**src/rtl/srs_pkg.sv**
```systemverilog
package srs_pkg;

  typedef enum logic [2:0] {
    ST_IDLE,
    ST_READ,
    ST_LOAD,
    ST_SEND,
    ST_CHK_HI,
    ST_CHK_LO
  } srs_state_e;

endpackage

```
**src/rtl/srs_crc_byte.sv**
```systemverilog
module srs_crc_byte #(
  parameter int          CRC_W = 16,
  parameter logic [15:0] POLY  = 16'h1021
) (
  input  logic [CRC_W-1:0] crc_i,
  input  logic [7:0]       byte_i,
  output logic [CRC_W-1:0] crc_o
);

  localparam int PAD_W = CRC_W - 8;

  logic [CRC_W-1:0] stage [0:8];

  assign stage[0] = crc_i ^ {byte_i, {PAD_W{1'b0}}};

  for (genvar g = 0; g < 8; g++) begin : g_bit
    assign stage[g+1] = stage[g][CRC_W-1]
                      ? ({stage[g][CRC_W-2:0], 1'b0} ^ POLY[CRC_W-1:0])
                      : {stage[g][CRC_W-2:0], 1'b0};
  end

  assign crc_o = stage[8];

endmodule

```
**src/rtl/srs_addr_step.sv**
```systemverilog
module srs_addr_step #(
  parameter int ADDR_W = 15,
  parameter int PAGE_W = 6
) (
  input  logic [ADDR_W-1:0] addr_i,
  input  logic              page_wrap_i,
  output logic [ADDR_W-1:0] addr_o
);

  localparam logic [PAGE_W-1:0] PAGE_ONE = PAGE_W'(1);
  localparam logic [ADDR_W-1:0] FULL_ONE = ADDR_W'(1);

  always_comb begin
    if (page_wrap_i) begin
      addr_o = {addr_i[ADDR_W-1:PAGE_W], addr_i[PAGE_W-1:0] + PAGE_ONE};
    end else begin
      addr_o = addr_i + FULL_ONE;
    end
  end

endmodule

```
**src/rtl/sec_rd_streamer.sv**
```systemverilog
module sec_rd_streamer
  import srs_pkg::*;
#(
  parameter int          ADDR_W    = 15,
  parameter int          PAGE_W    = 6,
  parameter int          GROUP_LEN = 64,
  parameter logic [15:0] CRC_POLY  = 16'h1021,
  parameter logic [15:0] CRC_INIT  = 16'hFFFF
) (
  input  logic              clk,
  input  logic              rst_n,
  input  logic              sel_i,
  input  logic              start_i,
  input  logic [ADDR_W-1:0] start_addr_i,
  input  logic              page_wrap_i,
  output logic              mem_rd_o,
  output logic [ADDR_W-1:0] mem_addr_o,
  input  logic [7:0]        mem_rdata_i,
  output logic              out_valid_o,
  input  logic              out_ready_i,
  output logic [7:0]        out_data_o,
  output logic              out_crc_o
);

  localparam int             CRC_W    = 16;
  localparam int             CNT_W    = $clog2(GROUP_LEN);
  localparam logic [CNT_W-1:0] CNT_LAST = CNT_W'(GROUP_LEN - 1);
  localparam logic [CNT_W-1:0] CNT_ONE  = CNT_W'(1);

  // reset: asserted asynchronously, released on the clock
  logic [1:0] rst_pipe_q;
  logic       rst_int_n;

  always_ff @(posedge clk or negedge rst_n) begin
    if (!rst_n) rst_pipe_q <= 2'b00;
    else        rst_pipe_q <= {rst_pipe_q[0], 1'b1};
  end
  assign rst_int_n = rst_pipe_q[1];

  srs_state_e        state_q, state_d;
  logic [ADDR_W-1:0] addr_q, addr_d, addr_next, seed_addr;
  logic [CRC_W-1:0]  crc_q, crc_d, data_crc, seed_mid, seed_crc;
  logic [CNT_W-1:0]  cnt_q, cnt_d;
  logic [7:0]        byte_q, byte_d;
  logic              wrap_q, wrap_d;
  logic [15:0]       seed_word;

  // seed: CRC of the zero-extended group address, high byte first
  assign seed_addr = (state_q == ST_IDLE) ? start_addr_i : addr_q;

  always_comb begin
    seed_word                = '0;
    seed_word[ADDR_W-1:0]    = seed_addr;
  end

  srs_crc_byte #(.CRC_W(CRC_W), .POLY(CRC_POLY)) u_seed_hi (
    .crc_i(CRC_INIT), .byte_i(seed_word[15:8]), .crc_o(seed_mid));

  srs_crc_byte #(.CRC_W(CRC_W), .POLY(CRC_POLY)) u_seed_lo (
    .crc_i(seed_mid), .byte_i(seed_word[7:0]), .crc_o(seed_crc));

  srs_crc_byte #(.CRC_W(CRC_W), .POLY(CRC_POLY)) u_data (
    .crc_i(crc_q), .byte_i(byte_q), .crc_o(data_crc));

  srs_addr_step #(.ADDR_W(ADDR_W), .PAGE_W(PAGE_W)) u_step (
    .addr_i(addr_q), .page_wrap_i(wrap_q), .addr_o(addr_next));

  // next state
  always_comb begin
    state_d = state_q;
    addr_d  = addr_q;
    crc_d   = crc_q;
    cnt_d   = cnt_q;
    byte_d  = byte_q;
    wrap_d  = wrap_q;
    if (!sel_i) begin
      state_d = ST_IDLE;
    end else begin
      unique case (state_q)
        ST_IDLE: begin
          if (start_i) begin
            addr_d  = start_addr_i;
            wrap_d  = page_wrap_i;
            crc_d   = seed_crc;
            cnt_d   = '0;
            state_d = ST_READ;
          end
        end
        ST_READ: state_d = ST_LOAD;
        ST_LOAD: begin
          byte_d  = mem_rdata_i;
          state_d = ST_SEND;
        end
        ST_SEND: begin
          if (out_ready_i) begin
            crc_d  = data_crc;
            addr_d = addr_next;
            if (cnt_q == CNT_LAST) begin
              cnt_d   = '0;
              state_d = ST_CHK_HI;
            end else begin
              cnt_d   = cnt_q + CNT_ONE;
              state_d = ST_READ;
            end
          end
        end
        ST_CHK_HI: begin
          if (out_ready_i) state_d = ST_CHK_LO;
        end
        ST_CHK_LO: begin
          if (out_ready_i) begin
            crc_d   = seed_crc;
            state_d = ST_READ;
          end
        end
        default: state_d = ST_IDLE;
      endcase
    end
  end

  // registers
  always_ff @(posedge clk or negedge rst_int_n) begin
    if (!rst_int_n) begin
      state_q <= ST_IDLE;
      addr_q  <= '0;
      crc_q   <= '0;
      cnt_q   <= '0;
      byte_q  <= '0;
      wrap_q  <= 1'b0;
    end else begin
      state_q <= state_d;
      addr_q  <= addr_d;
      crc_q   <= crc_d;
      cnt_q   <= cnt_d;
      byte_q  <= byte_d;
      wrap_q  <= wrap_d;
    end
  end

  // outputs
  assign mem_rd_o    = (state_q == ST_READ);
  assign mem_addr_o  = addr_q;
  assign out_valid_o = (state_q == ST_SEND) || (state_q == ST_CHK_HI) ||
                       (state_q == ST_CHK_LO);
  assign out_crc_o   = (state_q == ST_CHK_HI) || (state_q == ST_CHK_LO);

  always_comb begin
    unique case (state_q)
      ST_CHK_HI: out_data_o = crc_q[15:8];
      ST_CHK_LO: out_data_o = crc_q[7:0];
      default:   out_data_o = byte_q;
    endcase
  end

endmodule

```
**config.mk**
```make
export PLATFORM = sky130hd
export DESIGN_NAME = sec_rd_streamer
export DESIGN_NICKNAME = d
export VERILOG_FILES = /design/src/rtl/srs_pkg.sv /design/src/rtl/srs_crc_byte.sv /design/src/rtl/srs_addr_step.sv /design/src/rtl/sec_rd_streamer.sv
export SDC_FILE = /design/constraint.sdc
export NUM_CORES = 1
export LEC_CHECK = 0
export BUFFER_PORTS_ARGS = -buffer_cell sky130_fd_sc_hd__buf_4
export CAP_MARGIN = 20
export CORE_MARGIN = 2
export CORE_UTILIZATION = 53
export CTS_CLUSTER_DIAMETER = 80
export DETAILED_ROUTE_END_ITERATION = 7
export HOLD_SLACK_MARGIN = 0.15
export PLACE_DENSITY = 0.84
export SYNTH_ARGS = -nofsm -noshare
export SYNTH_HDL_FRONTEND = slang
export SYNTH_SLANG_ARGS = --single-unit
```
**constraint.sdc**
```tcl
create_clock -name clk -period 1.6 [get_ports clk]
set_input_delay 0.08 -clock clk [delete_from_list [all_inputs] [get_ports clk]]
set_output_delay 0.08 -clock clk [all_outputs]
set_load 0.02 [all_outputs]
```
==> qor.yml <==
status:
  violations: "setup timing"
  outcome: "finished with violations"
grt:
  grt_max_degree: 50
  grt_usage_pct: 28.3
  antenna_found_initial: 0
  grt_first_pass_wirelength_microns: 18500
  grt_pass1_vias: 3826
  grt_overflow: 0
timing:
  period_minus_slack_ns: 1.73
  max_freq_mhz: 576
  timing.final.ws_setup_ns: -0.135
  fin_crit_sh_pct: 108
  rsz0062_at_grt: "yes"
  clock_skew_ns: 0.0117
  hold_violations: 0
  finalMaxSlewViolations: 0
  setup_viol: 20
synthesis:
  yosys_most_used_dff: "dfrtp_1"
  synth_fa_ha_area_share_pct: 0.639
  synth-compound-area-share_pct: 17.0
  ys_warn_count: 0
  synth_edf_count: 0
  synth_area_per_cell_sq_um: 8.79
  synthSimpleGateAreaFrac_pct: 16.3
  synth_top_family_by_area: "XOR/XNOR gates"
  syn-cell-area_sq_um: 3910
  muxShareOfSynthArea_pct: 4.64
  yosys.area_share.xor_xnor_pct: 23.0
  syn_inst: 445
  async_flop_share_pct: 100
  yosysSeqAreaShare_pct: 32.6
  ys_types: 56
  syn-num-nets: 476
  ys_ff_latch: 51
worst_setup_path:
  reg2reg_from: "state_q[0]$_DFFE_PN0P_"
  critPathMaxFanout: 8
  cp.required_ns: 1.82
  path_class: "reg -> reg"
  arrival_ns: 1.96
  cp-startpoint: "state_q[0]$_DFFE_PN0P_"
  critPathLaunchType: "flop"
  worst_setup_path_end_kind: "flop"
layout:
  layout_commonest_cell: "buf_4"
  area_growth_pct: 39.9
  nFillCells: 468
  instances_no_fill: 669
  final_cell_mix: "buf_4 (109), nand2_1 (54), xnor2_1 (54)"
  drive_above_1_share_pct: 36.3
  diodes: 0
  nets: 600
die:
  die_y_microns: 89.9
  row_count: 31
  pin_count: 55
  die_area_sq_um: 8090
  core_area_sq_um: 7210
  die_w_microns: 89.9
  start_util_pct: 54.2
routing:
  route.detailed.drc: 0
  wirelength_microns: 12800
  drtPass1Iterations: 5
  antenna_left: 0
  via_count: 4015
  wl_per_cell_microns: 19.1
  drtIter0Drc: 291
  via_per_inst: 6.00
power:
  p_per_area_nw_per_um2: 1630
  ir_drop_mv: 0.899
  power_mw: 8.90
  p_leak_nw: 2.35
clock_network:
  h-tree-depth: 2
  path_clk_slew_ns: 0.10
  clk_latency_ns: 0.33
  cts-buffers-inserted: 5
  cts.sinks: 51
  cts_buffer_depth: 2
  root_buffer: "clkbuf_8"
  cts_tree: "built"
job:
  maxCapViolCount: 0
placed_design:
  hpwlAfterDp_microns: 7940
  gp_congestion: 0.904
  port_buffers: 54
  dpl.cell_count: 610
worst_hold_path:
  hold_start: "start_addr_i[12]"
  hp-class: "in -> reg"
[final timing paths]
check / to / cells after the start / slack (ns)
hold reg to reg: byte_q[0]$_DFFE_PN0P_ / 1 / 0.27
hold / removal: mem_addr_o[12]$_DFFE_PN0P_ / 4 / 0.22
setup / recovery: crc_q[0]$_DFFE_PN0P_ / 6 / -0.13
setup reg to reg: crc_q[0]$_DFFE_PN0P_ / 6 / -0.13
min in group asynchronous: byte_q[0]$_DFFE_PN0P_ / 1 / 0.27
max in group asynchronous: rst_pipe_q[1]$_DFF_PN0_ / 3 / 0.87
[critical path: stages (launching register included)]
cell	delay, ns
dfrtp_1	0.42
or3b_4	0.43
a21oi_4	0.19
o21a_4	0.19
buf_12	0.13
nor2_1	0.06
a31oi_1	0.21
[through the flow]
step | hold WS, ns | setup TNS (ns) | utilization, % | setup WS (ns) | area (sq um)
after floorplan | -0.216 | -0.423 | - | -0.0698 | 3960
after global placement | -0.138 | -0.0285 | 65.0 | -0.0285 | 4690
after detailed placement | -0.135 | -0.788 | 65.0 | -0.0891 | 4690
after CTS | 0.212 | -0.294 | 71.2 | -0.0407 | 5140
after global routing | 0.237 | -3.41 | 75.9 | -0.219 | 5480
final | 0.219 | -0.926 | 75.9 | -0.135 | 5480
[cell families (layout without fill, tap and decap cells)]
group                      after synthesis  count (layout)
and+or+nand+nor                        134             134
AOI/OAI and AO/OA                      111             111
xor gates and xnor gates                88              88
DFF                                     51              51
buffers and inverters                   41             166
muxes                                   17              17
adders and majority gates                2               2
other                                    1               1
[flip-flops by register name, indices dropped and copies added, names as in the netlist]
| signal | count |
|---|---|
| mem_addr_o | 15 |
| wrap_q | 1 |
| byte_q | 8 |
| state_q | 3 |
| crc_q | 16 |
| rst_pipe_q | 2 |
| cnt_q | 6 |
[final cells by class]
type                       instances  area (sq um)  area share [%]
timing repair buffer             155          1350            24.6
multi-input combinational        353          2620            47.8
inverter                           3          11.3           0.206
clock buffer                       8          80.1            1.46
tap                               99           124            2.26
sequential                        51          1290            23.6
[synth_stat cells, types with 9 or more instances]
library cell,count,area share (%)
a21oi_1,22,2.8
a31oi_1,11,1.8
buf_2,16,2.0
clkbuf_1,11,1.1
dfrtp_1,51,33
mux2_2,9,2.6
nand2_1,58,5.6
nand3_1,14,1.8
nor2_1,26,2.5
o21ai_0,42,5.4
xnor2_1,58,13
xor2_1,21,4.7
[per-layer routing]
metal / GRT usage, % / wire length, microns / share of wire [%]
met5: 0 / 0 / 0
met2: 50.6 / 6410 / 50
met4: 12.2 / 635 / 5.0
met3: 4.69 / 924 / 7.2
met1: 33.7 / 4790 / 38
[report_power, final]
group / internal (mW) / switching [mW]
Clock: 0.312 / 0.446
Sequential: 1.71 / 0.489
Combinational: 2.94 / 3.01
Total: 4.96 / 3.94
[timing repair]
item	in CTS	in global routing
setup buffers	2	18
hold endpoints to repair	27	0
hold buffers	27	0
resized for setup	27	59
pin swaps	4	18
endpoints found under the setup margin	37	56
gates cloned	1	3
Note: power is estimated with default switching activity, not from simulation.
